$ cat src/rtl/uart_irq_pkg.sv
package uart_irq_pkg;

  localparam int unsigned NUM_FLAGS = 9;

  localparam int unsigned F_RX_AVAIL     = 0;
  localparam int unsigned F_RX_NEARFULL  = 1;
  localparam int unsigned F_RX_FULL      = 2;
  localparam int unsigned F_RX_IDLE      = 3;
  localparam int unsigned F_TX_FULL      = 4;
  localparam int unsigned F_TX_NEARFULL  = 5;
  localparam int unsigned F_TX_EMPTY     = 6;
  localparam int unsigned F_TX_NEAREMPTY = 7;
  localparam int unsigned F_CTS_CHG      = 8;

  localparam int unsigned C_FLUSH_RX = 0;
  localparam int unsigned C_FLUSH_TX = 1;
  localparam int unsigned C_RTS      = 2;
  localparam int unsigned C_CTS      = 3;

  typedef enum logic [2:0] {
    RI_STATUS  = 3'd0,
    RI_ENABLE  = 3'd1,
    RI_PENDING = 3'd2,
    RI_CONTROL = 3'd3,
    RI_RXDATA  = 3'd4
  } reg_idx_e;

endpackage

$ cat src/rtl/uart_irq_cts_sync.sv
module uart_irq_cts_sync #(
  parameter int unsigned STAGES = 2
) (
  input  logic clk,
  input  logic rst_n,
  input  logic async_i,
  output logic level_o,
  output logic edge_o
);

  logic [STAGES-1:0] sync_q;
  logic [STAGES-1:0] sync_d;
  logic              prev_q;

  for (genvar g = 0; g < STAGES; g++) begin : g_stage
    if (g == 0) begin : g_first
      assign sync_d[g] = async_i;
    end else begin : g_chain
      assign sync_d[g] = sync_q[g-1];
    end
  end

  always_ff @(posedge clk or negedge rst_n) begin
    if (!rst_n) begin
      sync_q <= '0;
      prev_q <= 1'b0;
    end else begin
      sync_q <= sync_d;
      prev_q <= sync_q[STAGES-1];
    end
  end

  assign level_o = sync_q[STAGES-1];
  assign edge_o  = sync_q[STAGES-1] ^ prev_q;

endmodule

$ cat src/rtl/uart_irq_flag_bank.sv
module uart_irq_flag_bank #(
  parameter int unsigned NF = 9
) (
  input  logic          clk,
  input  logic          rst_n,
  input  logic [NF-1:0] set_i,
  input  logic [NF-1:0] clr_i,
  input  logic [NF-1:0] mask_i,
  output logic [NF-1:0] flags_o,
  output logic          irq_o
);

  logic [NF-1:0] flag_q, flag_d;
  logic          irq_q, irq_d;

  always_comb begin
    for (int i = 0; i < NF; i++) begin
      flag_d[i] = set_i[i] | (flag_q[i] & ~clr_i[i]);
    end
    irq_d = |(flag_q & mask_i);
  end

  always_ff @(posedge clk or negedge rst_n) begin
    if (!rst_n) begin
      flag_q <= '0;
      irq_q  <= 1'b0;
    end else begin
      flag_q <= flag_d;
      irq_q  <= irq_d;
    end
  end

  assign flags_o = flag_q;
  assign irq_o   = irq_q;

  p_set_wins_r3: assert property (@(posedge clk) disable iff (!rst_n)
    (set_i != '0) |=> ((flag_q & $past(set_i)) == $past(set_i)));

  p_clear_r2: assert property (@(posedge clk) disable iff (!rst_n)
    ((clr_i & ~set_i) != '0) |=> ((flag_q & $past(clr_i & ~set_i)) == '0));

  p_hold_r2: assert property (@(posedge clk) disable iff (!rst_n)
    1'b1 |=> (((flag_q ^ $past(flag_q)) & ~$past(set_i | clr_i)) == '0));

  p_irq_rise_r5: assert property (@(posedge clk) disable iff (!rst_n)
    $rose(|(flag_q & mask_i)) |=> irq_q);

  p_irq_masked_r6: assert property (@(posedge clk) disable iff (!rst_n)
    (mask_i == '0) |=> !irq_q);

endmodule

$ cat src/rtl/uart_irq_regs.sv
module uart_irq_regs
  import uart_irq_pkg::*;
#(
  parameter int unsigned NF    = 9,
  parameter int unsigned IDX_W = 3,
  parameter int unsigned DW    = 32,
  parameter int unsigned BW    = 8
) (
  input  logic             clk,
  input  logic             rst_n,
  input  logic [IDX_W-1:0] word_idx,
  input  logic             wr_i,
  input  logic             rd_i,
  input  logic [DW-1:0]    wdata_i,
  input  logic [NF-1:0]    flags_i,
  input  logic             irq_i,
  input  logic             cts_lvl_i,
  input  logic [BW-1:0]    rx_byte_i,
  output logic [NF-1:0]    clr_o,
  output logic [NF-1:0]    mask_o,
  output logic             rts_o,
  output logic             rx_flush_o,
  output logic             tx_flush_o,
  output logic             rx_pop_o,
  output logic [DW-1:0]    rdata_o
);

  logic sel_stat, sel_mask, sel_pend, sel_ctrl, sel_data;

  assign sel_stat = (word_idx == IDX_W'(RI_STATUS));
  assign sel_mask = (word_idx == IDX_W'(RI_ENABLE));
  assign sel_pend = (word_idx == IDX_W'(RI_PENDING));
  assign sel_ctrl = (word_idx == IDX_W'(RI_CONTROL));
  assign sel_data = (word_idx == IDX_W'(RI_RXDATA));

  logic [NF-1:0] mask_q, mask_d;
  logic          rts_q, rts_d;
  logic          rxf_q, rxf_d;
  logic          txf_q, txf_d;
  logic [DW-1:0] rdata_q, rdata_d;
  logic [DW-1:0] rd_mux;
  logic          mask_we, ctrl_we;

  assign mask_we = wr_i & sel_mask;
  assign ctrl_we = wr_i & sel_ctrl;

  always_comb begin
    mask_d = mask_q;
    rts_d  = rts_q;
    rxf_d  = 1'b0;
    txf_d  = 1'b0;
    if (mask_we) begin
      mask_d = wdata_i[NF-1:0];
    end
    if (ctrl_we) begin
      rts_d = wdata_i[C_RTS];
      rxf_d = wdata_i[C_FLUSH_RX];
      txf_d = wdata_i[C_FLUSH_TX];
    end
  end

  always_comb begin
    rd_mux = '0;
    if (sel_stat) begin
      rd_mux[NF-1:0] = flags_i;
    end else if (sel_mask) begin
      rd_mux[NF-1:0] = mask_q;
    end else if (sel_pend) begin
      rd_mux[0] = irq_i;
    end else if (sel_ctrl) begin
      rd_mux[C_RTS] = rts_q;
      rd_mux[C_CTS] = cts_lvl_i;
    end else if (sel_data) begin
      rd_mux[BW-1:0] = rx_byte_i;
    end
    rdata_d = rd_i ? rd_mux : rdata_q;
  end

  always_ff @(posedge clk or negedge rst_n) begin
    if (!rst_n) begin
      mask_q  <= '0;
      rts_q   <= 1'b0;
      rxf_q   <= 1'b0;
      txf_q   <= 1'b0;
      rdata_q <= '0;
    end else begin
      mask_q  <= mask_d;
      rts_q   <= rts_d;
      rxf_q   <= rxf_d;
      txf_q   <= txf_d;
      rdata_q <= rdata_d;
    end
  end

  logic unused_wdata;
  assign unused_wdata = ^wdata_i[DW-1:NF];

  assign clr_o      = (wr_i && sel_stat) ? wdata_i[NF-1:0] : '0;
  assign mask_o     = mask_q;
  assign rts_o      = rts_q;
  assign rx_flush_o = rxf_q;
  assign tx_flush_o = txf_q;
  assign rx_pop_o   = rd_i & sel_data;
  assign rdata_o    = rdata_q;

  p_rts_hold_r8: assert property (@(posedge clk) disable iff (!rst_n)
    !ctrl_we |=> $stable(rts_q));

  p_mask_hold_r6: assert property (@(posedge clk) disable iff (!rst_n)
    !mask_we |=> $stable(mask_q));

  p_rdata_hold_r10: assert property (@(posedge clk) disable iff (!rst_n)
    !rd_i |=> $stable(rdata_q));

endmodule

$ cat src/rtl/uart_irq_ctrl.sv
module uart_irq_ctrl
  import uart_irq_pkg::*;
#(
  parameter int unsigned ADDR_W     = 5,
  parameter int unsigned DATA_W     = 32,
  parameter int unsigned BYTE_W     = 8,
  parameter int unsigned CTS_STAGES = 2
) (
  input  logic              clk,
  input  logic              rst_n,
  input  logic [ADDR_W-1:0] bus_addr,
  input  logic              bus_wr,
  input  logic              bus_rd,
  input  logic [DATA_W-1:0] bus_wdata,
  output logic [DATA_W-1:0] bus_rdata,
  input  logic              rx_avail_i,
  input  logic              rx_nearfull_i,
  input  logic              rx_full_i,
  input  logic              rx_idle_i,
  input  logic              tx_full_i,
  input  logic              tx_nearfull_i,
  input  logic              tx_empty_i,
  input  logic              tx_nearempty_i,
  input  logic [BYTE_W-1:0] rx_byte_i,
  input  logic              cts_i,
  output logic              rx_pop_o,
  output logic              rx_flush_o,
  output logic              tx_flush_o,
  output logic              rts_o,
  output logic              irq_o
);

  localparam int unsigned IDX_W = ADDR_W - 2;
  localparam int unsigned NF    = NUM_FLAGS;

  logic [IDX_W-1:0] word_idx;
  logic             unused_addr_lsb;
  logic             cts_lvl, cts_edge;
  logic [NF-1:0]    set_vec, clr_vec, mask_vec, flag_vec;
  logic             irq_w;

  assign word_idx        = bus_addr[ADDR_W-1:2];
  assign unused_addr_lsb = ^bus_addr[1:0];

  uart_irq_cts_sync #(.STAGES(CTS_STAGES)) u_cts (
    .clk     (clk),
    .rst_n   (rst_n),
    .async_i (cts_i),
    .level_o (cts_lvl),
    .edge_o  (cts_edge)
  );

  always_comb begin
    set_vec                 = '0;
    set_vec[F_RX_AVAIL]     = rx_avail_i;
    set_vec[F_RX_NEARFULL]  = rx_nearfull_i;
    set_vec[F_RX_FULL]      = rx_full_i;
    set_vec[F_RX_IDLE]      = rx_idle_i;
    set_vec[F_TX_FULL]      = tx_full_i;
    set_vec[F_TX_NEARFULL]  = tx_nearfull_i;
    set_vec[F_TX_EMPTY]     = tx_empty_i;
    set_vec[F_TX_NEAREMPTY] = tx_nearempty_i;
    set_vec[F_CTS_CHG]      = cts_edge;
  end

  uart_irq_flag_bank #(.NF(NF)) u_flags (
    .clk     (clk),
    .rst_n   (rst_n),
    .set_i   (set_vec),
    .clr_i   (clr_vec),
    .mask_i  (mask_vec),
    .flags_o (flag_vec),
    .irq_o   (irq_w)
  );

  uart_irq_regs #(.NF(NF), .IDX_W(IDX_W), .DW(DATA_W), .BW(BYTE_W)) u_regs (
    .clk        (clk),
    .rst_n      (rst_n),
    .word_idx   (word_idx),
    .wr_i       (bus_wr),
    .rd_i       (bus_rd),
    .wdata_i    (bus_wdata),
    .flags_i    (flag_vec),
    .irq_i      (irq_w),
    .cts_lvl_i  (cts_lvl),
    .rx_byte_i  (rx_byte_i),
    .clr_o      (clr_vec),
    .mask_o     (mask_vec),
    .rts_o      (rts_o),
    .rx_flush_o (rx_flush_o),
    .tx_flush_o (tx_flush_o),
    .rx_pop_o   (rx_pop_o),
    .rdata_o    (bus_rdata)
  );

  assign irq_o = irq_w;

  p_cts_flag_r7: assert property (@(posedge clk) disable iff (!rst_n)
    cts_edge |=> flag_vec[F_CTS_CHG]);

endmodule

$ cat config.mk
export PLATFORM = sky130hd
export DESIGN_NAME = uart_irq_ctrl
export DESIGN_NICKNAME = d
export VERILOG_FILES = /design/src/rtl/uart_irq_pkg.sv /design/src/rtl/uart_irq_cts_sync.sv /design/src/rtl/uart_irq_flag_bank.sv /design/src/rtl/uart_irq_regs.sv /design/src/rtl/uart_irq_ctrl.sv
export SDC_FILE = /design/constraint.sdc
export NUM_CORES = 1
export LEC_CHECK = 0
export CAP_MARGIN = 20
export CORE_MARGIN = 2
export CORE_UTILIZATION = 42
export CTS_CLUSTER_DIAMETER = 100
export DETAILED_ROUTE_END_ITERATION = 10
export PLACE_DENSITY = 0.86
export SYNTH_ARGS = -nofsm -noshare
export SYNTH_HDL_FRONTEND = slang
export SYNTH_SLANG_ARGS = --single-unit
$ cat constraint.sdc
create_clock -name clk -period 2 [get_ports clk]
set_input_delay 0.2 -clock clk [delete_from_list [all_inputs] [get_ports clk]]
set_output_delay 0.2 -clock clk [all_outputs]
set_load 0.03 [all_outputs]
======== Word level (Yosys, flattened, before mapping) ========
Cells that the tools add are included.
storage, ports and cells
  logic and storage cells ................. 60
  bits of input ports ..................... 58
  flip-flop bits (word level) ............. 34
  output and inout bits ................... 37
cells by class
  bitwise logic cells ..................... 32
  reduce and logical (&&, ||, !) cells .... 3
  eq/ne operators ......................... 4
  multiplexer cells ....................... 12
operators with widths
  operator              number
  $mux W9               2
  $mux W8               2
  $and A1 B1 Y1         12
  $and A9 B9 Y9         1
  $not A1 Y1            9
  $or A1 B1 Y1          9
  $reduce_or A9 Y1      1
  $mux W7               1
  $eq A3 B2 Y1 const B  2
  $mux W1               4
  $mux W2               2
  $mux W4               1
  $eq A3 B1 Y1 const B  1
  $eq A3 B3 Y1 const B  1
  $logic_not A3 Y1      1
  $logic_and A1 B1 Y1   1
  $xor A1 B1 Y1         1

======== Depth between registers and ports, before layout ========
  word-level depth ........................ 6
  depth in mapped cells ................... 5
  depth with buffers taken out ............ 3

======== Cells and area by module ========
From an unflattened synthesis, not the netlist that was laid out.
unflattened totals
  cell total of the unflattened synthesis .. 161
  area, all modules ....................... 1,780.5 um^2
modules (own cells, without submodules)
  module              area an instance (um^2)  cells an instance  seq. area each (um^2)  times used
  uart_irq_regs       1,297.5                  124                525.5                  1
  uart_irq_flag_bank  399.1                    33                 250.2                  1
  uart_irq_cts_sync   83.8                     4                  75.1                   1

======== Worst setup path before layout ========
No wires, ideal clock.
  path kind ............................... input port to flip-flop
  start ................................... input port bus_addr[4]
  end ..................................... register u_regs.mask_q[0], in the netlist u_regs.mask_o[0]
  stages .................................. 4
  path buffers ............................ 2
  data arrival time ....................... 1.112 ns
  slack ................................... 0.761 ns
  cells stage by stage .................... buf_2 nor4bb_1 buf_4 mux2_1
between the ends
  longest elaborated chain between the ends .. 2
RTL lines
  what                    RTL line             text
  start: declaration      uart_irq_ctrl.sv:11  input logic [ADDR_W-1:0] bus_addr,
  $eq A3 B1 Y1            uart_irq_regs.sv:31  assign sel_mask = (word_idx == IDX_W'(RI_ENABLE));
  $and A1 B1 Y1           uart_irq_regs.sv:44  assign mask_we = wr_i & sel_mask;
  end signal: assignment  uart_irq_regs.sv:87  mask_q <= mask_d;
  end: declaration        uart_irq_regs.sv:36  logic [NF-1:0] mask_q, mask_d;
No other way between the ends.
A chain may end at the register's enable or synchronous reset.

======== Worst setup path in the final report ========
  start ................................... input port bus_addr[3]
  end ..................................... register u_regs.mask_q[4], in the netlist u_regs.mask_o[4]
The elaborated chain is that of the path after synthesis.

==> flow_metrics.tcl <==
set metrics [dict create \
    place_congestion 0.848 \
    multi_input_area_um2 718 \
    min_path_type "in2async" \
    ctsResizeCount 0 \
    cts_tree "built" \
    rows 23 \
    cts_made_buffers 5 \
    setup_tns_ps 0 \
    detailedPlace.worstSlack_ps 56.9 \
    dieWidth_um 68.2 \
    vias 1302 \
    ant_nets 0 \
    endpoint_kind "flop" \
    ys_types 36 \
    grt_max_degree 35 \
    yosys_warnings 0 \
    max_freq_mhz 615 \
    cp_data_arrival_time_ps 1790 \
    die-area_um2 4650 \
    num-nets-final 272 \
    slew_viol_final 0 \
    clock-root-buffer "clkbuf_8" \
    cap_violations 0 \
    placed_area_um2 2180 \
    synth_area_um2 1730 \
    final_hold_viol_count 0 \
    rrSetupSlack_ps 870 \
    crit_path_start "bus_addr[3]" \
    post-cts-setup-buffers 0 \
    slowest_delay_ps 590 \
    seq_area_frac_synth 0.492 \
    timing.hold.ws_ps 312 \
    htreeDepth 2 \
    path_cells "clkdlybuf4s50_1 -> nor4bb_2 -> buf_4 -> mux2_1" \
    avgSynthCellArea_um2 10.7 \
    start_kind "input port" \
    critPathRequiredTime_ps 2160 \
    setup_viol 0 \
    crit_end "u_regs.mask_o[4]" \
    clk_pin_slew_ps 70 \
    fin_crit_ps 1620 \
    io_pins 95 \
    fillCellCount 333 \
    fin_skew_ps 10.1 \
    synth_top_area_cell "dfrtp_1" \
    ir_drop_uv 449 \
    final_common_cell "clkdlybuf4s50_1" \
    cts_num_sinks 34 \
    power_mw 1.71 \
    timing.rr.end "u_flags.irq_o" \
    viasPerCell 4.91 \
    regArea_um2 851 \
    critPathSlowestCell "clkdlybuf4s50_1" \
    grt.total_usage 0.179 \
    avgRoutedWirePerCell_um 14.2 \
    fin_crit_sh 0.812 \
    reg2regPathDepth 3 \
    die_y_um 68.2 \
    ys_seq_elements 34 \
    r2r_start "u_flags.flags_o[3]" \
    start_util 0.435 \
    design_area_um2 2270 \
    utilization 0.573 \
    dr.first_iter.drc_count 54 \
    leakagePower_nw 0.952 \
    stdcell_count 265 \
    dpl.hpwl_mm 2.88 \
    grt_pass1_vias 1309 \
    core-area_um2 3970 \
    antenna_found_initial 0 \
    drc_errors 0 \
    portBuffers 46 \
    cts_max_path_buffers 2 \
    grt_setup_unrepaired "false" \
    routed_wl_mm 3.75 \
    cp_max_fo 9 \
    num_antenna_cells 0 \
    synthTopCellsByArea "dfrtp_1 (49%), buf_4 (11%), mux2_1 (5.9%)" \
    outcome "finished, final reports clean" \
    drt_pre_antenna_iters 4 \
    cts_hold_buf 0 \
    grt_pass1_wl_mm 5.99 \
    drive_gt1_frac 0.102 \
    grt-ovfl-total 0 \
    postSynthCellCount 161 \
    clk_latency_ps 290 \
    synth_top_area_share 0.492 \
    worst-setup-path-type "in2reg" \
    fin_ws_ps 375 \
    power.density_nw_per_um2 751 \
    dp_cells 257 \
    syn_to_final_growth_pct 31.5 \
    final_cell_mix "clkdlybuf4s50_1 (45), dfrtp_1 (34), conb_1 (23)" \
]
worst max-delay path: cells and delay by family:
family	cells	cell delay [ps]
multiplexers	1	340
buffers and inverters	2	830
AND/OR/NAND/NOR	1	420
sequential cells by signal, summed over array words and instances (netlist names):
| register | cells |
|---|---|
| u_flags.irq_o | 1 |
| u_cts.prev_q | 1 |
| u_regs.rdata_o | 9 |
| u_regs.rx_flush_o | 1 |
| u_regs.rts_o | 1 |
| u_flags.flags_o | 9 |
| u_regs.tx_flush_o | 1 |
| u_regs.mask_o | 9 |
| u_cts.sync_q | 2 |
layout make-up:
type	count	area share
timing repair buffer	55	0.231
sequential	34	0.374
tap	50	0.0275
multi-input combinational	111	0.316
clock buffer	7	0.0380
clock inverter	1	0.00220
inverter	7	0.0116
logic make-up after synthesis:
| logic type | count (synthesis) | synth area share |
|---|---|---|
| xor gates and xnor gates | 1 | 0.00507 |
| muxes | 12 | 0.0767 |
| other | 1 | 0.00217 |
| and+or+nand+nor | 36 | 0.114 |
| DFF | 34 | 0.492 |
| buffers and inverters | 38 | 0.144 |
| AOI/OAI and AO/OA | 39 | 0.166 |
power by group:
part | total (mW) | switching [mW] | internal (mW)
logic | 0.385 | 0.211 | 0.175
clock network | 0.513 | 0.236 | 0.277
registers | 0.810 | 0.0515 | 0.759
total | 1.71 | 0.498 | 1.21
how the worst min path moves through the flow:
stage          cells after the start  slack, ps                 to            start
2_1_floorplan                      0       -100       u_cts.prev_q            rst_n
3_3_place_gp                       0        330    u_cts.sync_q[1]  u_cts.sync_q[0]
3_5_place_dp                       0        340    u_cts.sync_q[1]  u_cts.sync_q[0]
4_1_cts                            2        320  u_regs.rdata_o[1]            rst_n
5_1_grt                            1        350    u_cts.sync_q[0]            cts_i
6_report                           2        310   u_regs.mask_o[1]            rst_n
layer usage:
layer	GRT usage	up-vias	share of wire
met5	0	-	0
met4	0.0700	0	0.014
met3	0.0559	5	0.070
met2	0.292	51	0.50
met1	0.220	633	0.42
li1	-	613	-
synthesized netlist by cell type:
cell	number
buf_6	1
buf_2	3
a21boi_0	7
and2_1	2
clkbuf_1	1
o32ai_1	5
nor4bb_1	1
nand3_1	1
nand2_1	13
mux2_2	1
xor2_1	1
and4_1	1
a22o_1	1
a222oi_1	1
a22oi_1	1
o22ai_1	3
a31oi_1	2
and2b_1	1
and3b_1	1
inv_1	6
nor2_1	9
a221oi_1	1
o21ai_0	7
clkbuf_2	1
mux2i_1	2
or3_1	1
a311oi_2	1
nor4b_4	1
and3_1	2
conb_1	1
dfrtp_1	34
nand2b_1	3
a21o_1	10
buf_4	25
mux2_1	9
inv_2	1
Note: power is estimated with default switching activity, not from simulation.
